--- src/rtl/ldst_pkg.sv ---
package ldst_pkg;

  typedef enum logic [2:0] {
    ST_IDLE     = 3'd0,
    ST_DECODE   = 3'd1,
    ST_BUS_REQ  = 3'd2,
    ST_WAIT_ACK = 3'd3,
    ST_COMPLETE = 3'd4,
    ST_FAULT    = 3'd5
  } ldst_state_e;

  // command = {io_space, is_write}
  typedef enum logic [1:0] {
    CMD_MEM_RD = 2'b00,
    CMD_MEM_WR = 2'b01,
    CMD_IO_RD  = 2'b10,
    CMD_IO_WR  = 2'b11
  } bus_cmd_e;

  localparam int DIR_BIT   = 29;
  localparam int REL_BIT   = 28;
  localparam int SPACE_BIT = 27;
  localparam int CNT_LSB   = 24;
  localparam int CNT_W     = 3;

  // contiguous mask starting at lane, spanning cnt bytes (clipped at lane 3)
  function automatic logic [3:0] lane_mask(input logic [1:0] lane, input logic [2:0] cnt);
    logic [3:0] m;
    m = '0;
    for (int i = 0; i < 4; i++) begin
      if (i >= int'(lane) && i < int'(lane) + int'(cnt)) m[i] = 1'b1;
    end
    return m;
  endfunction

  // legal count: at least one byte, never past the end of the 32-bit word
  function automatic logic count_ok(input logic [1:0] lane, input logic [2:0] cnt);
    return (cnt != 3'd0) && (int'(cnt) <= 4 - int'(lane));
  endfunction

  function automatic logic in_window(input logic [31:0] addr, input logic [31:0] base,
                                     input logic [31:0] size);
    logic [31:0] d;
    d = addr - base;
    return d < size;
  endfunction

  function automatic logic [31:0] expand_be(input logic [3:0] be);
    logic [31:0] m;
    for (int i = 0; i < 4; i++) m[8*i +: 8] = {8{be[i]}};
    return m;
  endfunction

endpackage

--- src/rtl/ldst_decode.sv ---
module ldst_decode
  import ldst_pkg::*;
#(
  parameter int          RAW       = 6,
  parameter logic [31:0] SELF_BASE = 32'h4000_0000,
  parameter logic [31:0] SELF_SIZE = 32'h0000_1000,
  parameter logic [31:0] RAM_BASE  = 32'h4000_0800,
  parameter logic [31:0] RAM_SIZE  = 32'h0000_0400
) (
  input  logic [31:0]    w0,
  input  logic [31:0]    w1,
  input  logic [31:0]    base,
  output logic [31:0]    ea,
  output logic [3:0]     be,
  output logic [1:0]     cmd,
  output logic           is_store,
  output logic [RAW-1:0] reg_addr,
  output logic           illegal,
  output logic           self_hit
);

  logic             rel;
  logic             io;
  logic [CNT_W-1:0] cnt;
  logic [1:0]       lane;
  logic             cnt_bad;
  logic             align_bad;

  always_comb begin
    is_store  = w0[DIR_BIT];
    rel       = w0[REL_BIT];
    io        = w0[SPACE_BIT];
    cnt       = w0[CNT_LSB +: CNT_W];
    reg_addr  = w0[RAW-1:0];
    ea        = rel ? (base + w1) : w1;
    lane      = ea[1:0];
    be        = lane_mask(lane, cnt);
    cnt_bad   = !count_ok(lane, cnt);
    align_bad = (reg_addr[1:0] != lane);
    illegal   = cnt_bad || align_bad;
    self_hit  = in_window(ea, SELF_BASE, SELF_SIZE) && !in_window(ea, RAM_BASE, RAM_SIZE);
    cmd       = {io, is_store};
  end

endmodule

--- src/rtl/ldst_fsm.sv ---
module ldst_fsm
  import ldst_pkg::*;
(
  input  logic        clk,
  input  logic        rst_n,
  input  logic        start,
  input  logic        illegal,
  input  logic        self_hit,
  input  logic        is_store,
  input  logic        req_ready,
  input  logic        ack,
  output ldst_state_e state,
  output logic        capture,
  output logic        req_valid,
  output logic        rf_we,
  output logic        done,
  output logic        irq,
  output logic        busy,
  output logic        ev_decode_fault
);

  ldst_state_e nxt;

  always_comb begin
    nxt = state;
    unique case (state)
      ST_IDLE:     if (start) nxt = ST_DECODE;
      ST_DECODE:   nxt = illegal ? ST_FAULT : ST_BUS_REQ;
      ST_BUS_REQ:  if (req_ready) nxt = ST_WAIT_ACK;
      ST_WAIT_ACK: if (ack) nxt = self_hit ? ST_FAULT : ST_COMPLETE;
      ST_COMPLETE: nxt = ST_IDLE;
      ST_FAULT:    nxt = ST_IDLE;
      default:     nxt = ST_IDLE;
    endcase
  end

  always_ff @(posedge clk or negedge rst_n) begin
    if (!rst_n) state <= ST_IDLE;
    else        state <= nxt;
  end

  assign capture         = (state == ST_IDLE) && start;
  assign req_valid       = (state == ST_BUS_REQ);
  assign rf_we           = (state == ST_WAIT_ACK) && ack && !is_store && !self_hit;
  assign done            = (state == ST_COMPLETE) || (state == ST_FAULT);
  assign irq             = (state == ST_FAULT);
  assign busy            = (state != ST_IDLE);
  assign ev_decode_fault = (state == ST_DECODE) && illegal;

endmodule

--- src/rtl/ldst_regfile.sv ---
module ldst_regfile #(
  parameter int NBYTES = 64,
  localparam int NWORDS = NBYTES / 4,
  localparam int WIW    = $clog2(NWORDS)
) (
  input  logic           clk,
  input  logic           rst_n,
  input  logic [WIW-1:0] widx,
  input  logic           we,
  input  logic [3:0]     be,
  input  logic [31:0]    wdata,
  output logic [31:0]    rdata
);

  logic [NWORDS-1:0][3:0][7:0] mem;

  for (genvar l = 0; l < 4; l++) begin : g_lane
    always_ff @(posedge clk or negedge rst_n) begin
      if (!rst_n) begin
        for (int w = 0; w < NWORDS; w++) mem[w][l] <= '0;
      end else if (we && be[l]) begin
        mem[widx][l] <= wdata[8*l +: 8];
      end
    end
  end

  assign rdata = mem[widx];

endmodule

--- src/rtl/ldst_xfer_unit.sv ---
module ldst_xfer_unit
  import ldst_pkg::*;
#(
  parameter int          NBYTES    = 64,
  parameter logic [31:0] SELF_BASE = 32'h4000_0000,
  parameter logic [31:0] SELF_SIZE = 32'h0000_1000,
  parameter logic [31:0] RAM_BASE  = 32'h4000_0800,
  parameter logic [31:0] RAM_SIZE  = 32'h0000_0400
) (
  input  logic        clk,
  input  logic        rst_n,
  input  logic        start,
  input  logic [31:0] instr_w0,
  input  logic [31:0] instr_w1,
  input  logic [31:0] struct_base,
  output logic        busy,
  output logic        done,
  output logic        illegal_irq,
  output logic        req_valid,
  input  logic        req_ready,
  output logic [31:0] req_addr,
  output logic [1:0]  req_cmd,
  output logic [3:0]  req_be,
  output logic [31:0] req_wdata,
  input  logic        ack,
  input  logic [31:0] ack_rdata
);

  localparam int RAW = $clog2(NBYTES);

  logic [31:0]    lat_w0, lat_w1, lat_base;
  logic [31:0]    ea;
  logic [3:0]     be;
  logic [1:0]     cmd;
  logic           is_store;
  logic [RAW-1:0] reg_addr;
  logic           illegal;
  logic           self_hit;
  ldst_state_e    state;
  logic           capture;
  logic           rf_we;
  logic           ev_decode_fault;
  logic [31:0]    rf_rdata;

  always_ff @(posedge clk or negedge rst_n) begin
    if (!rst_n) begin
      lat_w0   <= '0;
      lat_w1   <= '0;
      lat_base <= '0;
    end else if (capture) begin
      lat_w0   <= instr_w0;
      lat_w1   <= instr_w1;
      lat_base <= struct_base;
    end
  end

  ldst_decode #(
    .RAW(RAW), .SELF_BASE(SELF_BASE), .SELF_SIZE(SELF_SIZE),
    .RAM_BASE(RAM_BASE), .RAM_SIZE(RAM_SIZE)
  ) u_dec (
    .w0(lat_w0), .w1(lat_w1), .base(lat_base),
    .ea(ea), .be(be), .cmd(cmd), .is_store(is_store),
    .reg_addr(reg_addr), .illegal(illegal), .self_hit(self_hit)
  );

  ldst_fsm u_fsm (
    .clk(clk), .rst_n(rst_n), .start(start), .illegal(illegal),
    .self_hit(self_hit), .is_store(is_store), .req_ready(req_ready), .ack(ack),
    .state(state), .capture(capture), .req_valid(req_valid), .rf_we(rf_we),
    .done(done), .irq(illegal_irq), .busy(busy), .ev_decode_fault(ev_decode_fault)
  );

  ldst_regfile #(.NBYTES(NBYTES)) u_rf (
    .clk(clk), .rst_n(rst_n), .widx(reg_addr[RAW-1:2]), .we(rf_we),
    .be(be), .wdata(ack_rdata), .rdata(rf_rdata)
  );

  assign req_addr  = ea;
  assign req_cmd   = cmd;
  assign req_be    = be;
  assign req_wdata = (is_store && !self_hit) ? (rf_rdata & expand_be(be)) : 32'h0;

endmodule

--- config.mk ---
export PLATFORM = sky130hd
export DESIGN_NAME = ldst_xfer_unit
export DESIGN_NICKNAME = d
export VERILOG_FILES = /design/src/rtl/ldst_pkg.sv /design/src/rtl/ldst_decode.sv /design/src/rtl/ldst_fsm.sv /design/src/rtl/ldst_regfile.sv /design/src/rtl/ldst_xfer_unit.sv
export SDC_FILE = /design/constraint.sdc
export NUM_CORES = 1
export LEC_CHECK = 0
export BUFFER_PORTS_ARGS = -buffer_cell sky130_fd_sc_hd__buf_2
export CAP_MARGIN = 20
export CORE_MARGIN = 2
export CORE_UTILIZATION = 44
export DETAILED_ROUTE_END_ITERATION = 8
export PLACE_DENSITY = 0.69
export RECOVER_POWER = 25
export SYNTH_ARGS = -nofsm -noshare
export SYNTH_HDL_FRONTEND = slang
export SYNTH_HIERARCHICAL = 1
export SYNTH_SLANG_ARGS = --single-unit
--- constraint.sdc ---
create_clock -name clk -period 8.99 [get_ports clk]
set_clock_uncertainty 0.15 [all_clocks]
set_input_delay 0.899 -clock clk [delete_from_list [all_inputs] [get_ports clk]]
set_output_delay 0.899 -clock clk [all_outputs]
set_load 0.01 [all_outputs]
# ---- Word-level counts from Yosys, hierarchy flattened
# Index checks and enable logic that the tools add are counted.
dict set report word_totals {
  wordCells 342
  ff_bits 2145
  output_inout_bits 74
  input_bits 133
}
dict set report op_classes {
  bitwise_logic 1
  mux 26
  eq_ne 9
  add_sub_neg 5
  n_lt_le_gt_ge 12
  n_reduce_logical 29
}
# cell n
set op_table {}
lappend op_table {{$bwmux 512} 4}
lappend op_table {{$demux 32 s4} 4}
lappend op_table {{$bmux 32 s4} 1}
lappend op_table {{$mux 32} 4}
lappend op_table {{$lt 3x32->1 const A} 2}
lappend op_table {{$sub 32x31->32 const B} 2}
lappend op_table {{$add 32x32->32} 1}
lappend op_table {{$and 32x32->32} 1}
lappend op_table {{$lt 1x32->1 const A} 1}
lappend op_table {{$lt 2x32->1 const A} 1}
lappend op_table {{$lt 32x11->1 const B} 1}
lappend op_table {{$lt 32x13->1 const B} 1}
lappend op_table {{$mux 24} 1}
lappend op_table {{$mux 16} 1}
lappend op_table {{$logic_and 1x1->1} 15}
lappend op_table {{$mux 3} 4}
lappend op_table {{$pmux 3 s4} 1}
lappend op_table {{$mux 8} 1}
lappend op_table {{$reduce_and 2->1} 4}
lappend op_table {{$eq 3x2->1 const B} 2}
lappend op_table {{$eq 3x3->1 const B} 2}
lappend op_table {{$reduce_bool 3->1} 2}
lappend op_table {{$lt 4x5->1 const B} 1}
lappend op_table {{$mux 1} 5}
lappend op_table {{14 further kinds} 20}

# ---- Depth between registers and ports, before layout
dict set report depth {
  depth_word 10
  ltp_mapped 18
  depth_no_buf 18
}

# ---- Hierarchy
# The synthesis kept the hierarchy.
# mod n_inst area_per_inst_um2 cells_each seq_area_each_um2
set modules_own_cells {}
lappend modules_own_cells {ldst_xfer_unit 1 4107.7 241 2402.3}
lappend modules_own_cells {ldst_decode 1 3060.4 451 0.0}
lappend modules_own_cells {ldst_regfile 1 244.0 33 0.0}
lappend modules_own_cells {ldst_fsm 1 236.5 26 75.1}

# ---- Least setup slack after synthesis
# OpenSTA, ideal clock, no wires.
dict set report synth_timing {
  path_kind {register to output}
  startpoint {reg lat_w0[28]}
  endpoint {out req_be[0]}
  setup_slack_ns 4.447
  path_buffers 3
  stages_incl_launch_ff 13
  arrival_time_ns 3.494
  required_time_ns 7.941
  cell_sequence {dfrtp_1 > clkbuf_1 > clkbuf_1 > buf_1 > mux2i_1 > inv_1 > ha_1 > inv_1 > fa_1 > nor2b_1 > a31oi_1 > nor2b_1 > a21oi_1}
}
dict set report synth_via {
  elab_chain_cells 5
  elab_cells_between_ends 6
  classes_between {add/sub (1); order compare (2); mux (2); reduce/logical (1)}
}
# element line
set synth_lines {}
lappend synth_lines {{start: declaration} ldst_xfer_unit.sv:31} ;# logic [31:0] lat_w0, lat_w1, lat_base;
lappend synth_lines {{start signal: assignment} ldst_xfer_unit.sv:51} ;# lat_w0 <= instr_w0;
lappend synth_lines {{$mux 32 (*)} ldst_decode.sv:35} ;# ea = rel ? (base + w1) : w1;
lappend synth_lines {{via req_addr[0]} ldst_xfer_unit.sv:21} ;# output logic [31:0] req_addr,
lappend synth_lines {{$add 2x3->4} ldst_pkg.sv:31} ;# if (i >= int'(lane) && i < int'(lane) + int'(cnt)) m[i] = 1'b1;
lappend synth_lines {{$lt 1x32->1} ldst_pkg.sv:31}
lappend synth_lines {{$logic_and 1x1->1 (*)} ldst_pkg.sv:31}
lappend synth_lines {{$mux 1 (*)} ldst_pkg.sv:31}
lappend synth_lines {{end: declaration} ldst_xfer_unit.sv:23} ;# output logic [3:0] req_be,
# The timed path passes the listed nets; every way through them passes the cells marked *.

# ---- Worst setup path in the final report
dict set report layout_timing {
  startpoint {reg lat_w1[0]}
  endpoint {reg u_fsm.state[0]}
}
dict set report layout_via {
  elab_chain_cells 9
  elab_cells_between_ends 18
  classes_between {add/sub (4); order compare (3); eq/ne (1); mux (5); reduce/logical (5)}
}
# element line
set layout_lines {}
lappend layout_lines {{start: declaration} ldst_xfer_unit.sv:31}
lappend layout_lines {{start signal: assignment} ldst_xfer_unit.sv:52} ;# lat_w1 <= instr_w1;
lappend layout_lines {{$add 32x32->32} ldst_decode.sv:35}
lappend layout_lines {{$mux 32 (*)} ldst_decode.sv:35}
lappend layout_lines {{$sub 32x31->32} ldst_pkg.sv:44} ;# d = addr - base;
lappend layout_lines {{$lt 32x11->1} ldst_pkg.sv:45} ;# return d < size;
lappend layout_lines {{$logic_not 1->1} ldst_decode.sv:41} ;# self_hit = in_window(ea, SELF_BASE, SELF_SIZE) && !in_window(ea, RAM_BASE, RAM_SIZE);
lappend layout_lines {{$logic_and 1x1->1 (*)} ldst_decode.sv:41}
lappend layout_lines {{via self_hit} ldst_xfer_unit.sv:38} ;# logic self_hit;
lappend layout_lines {{$mux 1 (*)} ldst_fsm.sv:30} ;# ST_WAIT_ACK: if (ack) nxt = self_hit ? ST_FAULT : ST_COMPLETE;
lappend layout_lines {{$mux 3 (*)} ldst_fsm.sv:30}
lappend layout_lines {{$pmux 3 s4 (*)} ldst_fsm.sv:26} ;# unique case (state)
lappend layout_lines {{end signal: assignment} ldst_fsm.sv:39} ;# else state <= nxt;
lappend layout_lines {{end: declaration} ldst_fsm.sv:12} ;# output ldst_state_e state,
# The timed path passes the listed nets; every way through them passes the cells marked *. The select of a mux whose other input is x is not followed.
# A chain may end at the register's enable or synchronous reset.

==> results.yml <==
outcome:
  outcome: "finished, violations left"
  violations: "capacitance limit, slew limit"
synthesis:
  syn_area_sq_mm: 0.00661
  avgSynthCellArea_sq_um: 9.54
  syn_inst: 693
  yosysWarnings: 1542
floorplan:
  core_sq_mm: 0.0146
  die_w_um: 127
  start_util_pct: 45.3
  rows: 44
  die_h_um: 127
  die_area_sq_mm: 0.0160
  ios: 207
clock_network:
  path_clk_slew_ns: 0.06
  clockBufferDepth: 2
  cts_tree: "yes"
  postCtsSetupBuffers: 0
  clock_latency_ns: 0.34
  cts_made_buffers: 9
  cts_hold_buf: 0
  clkSinkCount: 75
  ctsResizeCount: 0
  root_buffer: "clkbuf_16"
  htreeDepth: 3
timing:
  slew_headroom_pct: -169
  fin_setup_tns_ns: 0
  worst_slack_ns: 3.51
  finalCritPeriodShare_pct: 60.9
  rsz0062_at_grt: "false"
  fmax_mhz: 183
  tightestPinTransition_ns: 4.04
  period_needed_ns: 5.48
  hold_viol_final: 0
  finalSetupViolCount: 0
  final_max_slew_viol_count: 76
layout:
  synthToLayoutAreaGrowth_pct: 12.4
  fin_nets: 960
  diodes: 0
  layout_common_cells: "buf_2, dfrtp_1, mux2_2"
  final_cells: 974
  layout-drive-gt1-share_pct: 30.0
  final_common_cell: "buf_2"
worst_setup_path:
  worstSetupPathType: "reg -> reg"
  arrival_ns: 5.57
  end_kind: "register"
  required_ns: 9.08
  crit_fanout: 33
  start_kind: "register"
global_route:
  grt_pass1_vias: 5237
  use_met1_pct: 28.0
  grt_start_max_net_pins: 76
  overflow: 0
  globalRouteTotalUtil_pct: 20.2
  busiest_layer: "met2"
  antenna_found_initial: 0
  met3_usage_pct: 5.44
  met2_usage_pct: 31.5
  grt_pass1_wl_um: 26300
drt:
  firstDrtPassIters: 5
  ant_nets: 0
  wl_per_cell_um: 16.6
  post_drt_via_cell_ratio: 5.65
  num_vias: 5504
  drc: 0
  drt-total-wl_um: 16100
  drtIter0Drc: 317
place:
  io_buffers: 118
  gp_congestion: 0.884
  placed_cells: 957
  dp_hpwl_um: 12000
  pre_cts_slack_ns: 3.61
job:
  drv_cap: 1
hold_path:
  hold_path_class: "reg -> reg"
## metal layers
layer | routed length (um) | vias up
li1 | - | 2715
met3 | 970 | 14
met1 | 7740 | 2614
met2 | 7220 | 161
met4 | 192 | 0
met5 | 0 | -
## through the flow
stage	utilization, %	hold WS (ns)	area, sq um
detailed placement	48.7	0.348	7100
CTS	50.8	0.358	7410
floorplan	-	0.304	6730
finish	50.9	0.355	7430
global placement	48.7	0.338	7100
global route	50.9	0.378	7430
## sequential cells by signal, summed over array words and instances (netlist names)
register / flops
lat_base: 32
u_fsm/state: 3
lat_w0: 8
lat_w1: 32
## worst paths after layout
kind / slack [ns] / endpoint / cells past startpoint / from
max reg2reg: 3.51 / u_fsm/state[0] / 14 / lat_w1[0]
max: 3.51 / u_fsm/state[0] / 14 / lat_w1[0]
min: 0.35 / u_fsm/state[1] / 1 / u_fsm/state[2]
max in group asynchronous: 4.30 / lat_w0[28] / 1 / rst_n
min reg2reg: 0.35 / u_fsm/state[1] / 1 / u_fsm/state[2]
min in group asynchronous: 1.82 / lat_base[19] / 1 / rst_n
## area by class of cell
type                    instances  area (sq um)
multi-input cells             551          4270
inverters                      25          93.8
flip-flops and latches         75          1880
clock inverters                 2          60.1
well taps                     184           230
repair buffers                123           639
clock buffers                  14           254
fillers                      1424          7160
## critical path: stages (launching register included)
cell	delay [ns]
dfrtp_1	0.39
ha_1	0.25
fa_1	0.42
a21o_1	0.22
a221oi_2	0.57
nor4_1	0.24
nor3_1	0.22
o31ai_1	0.23
a211o_1	0.38
nor4_1	0.50
nand3_1	0.14
nor4bb_1	0.29
o311a_1	0.82
and3b_2	0.29
o32ai_1	0.24
Power is left out: the tool's default activity adds up to more than one toggle a clock period on the data nets, which glitch-free logic cannot reach.
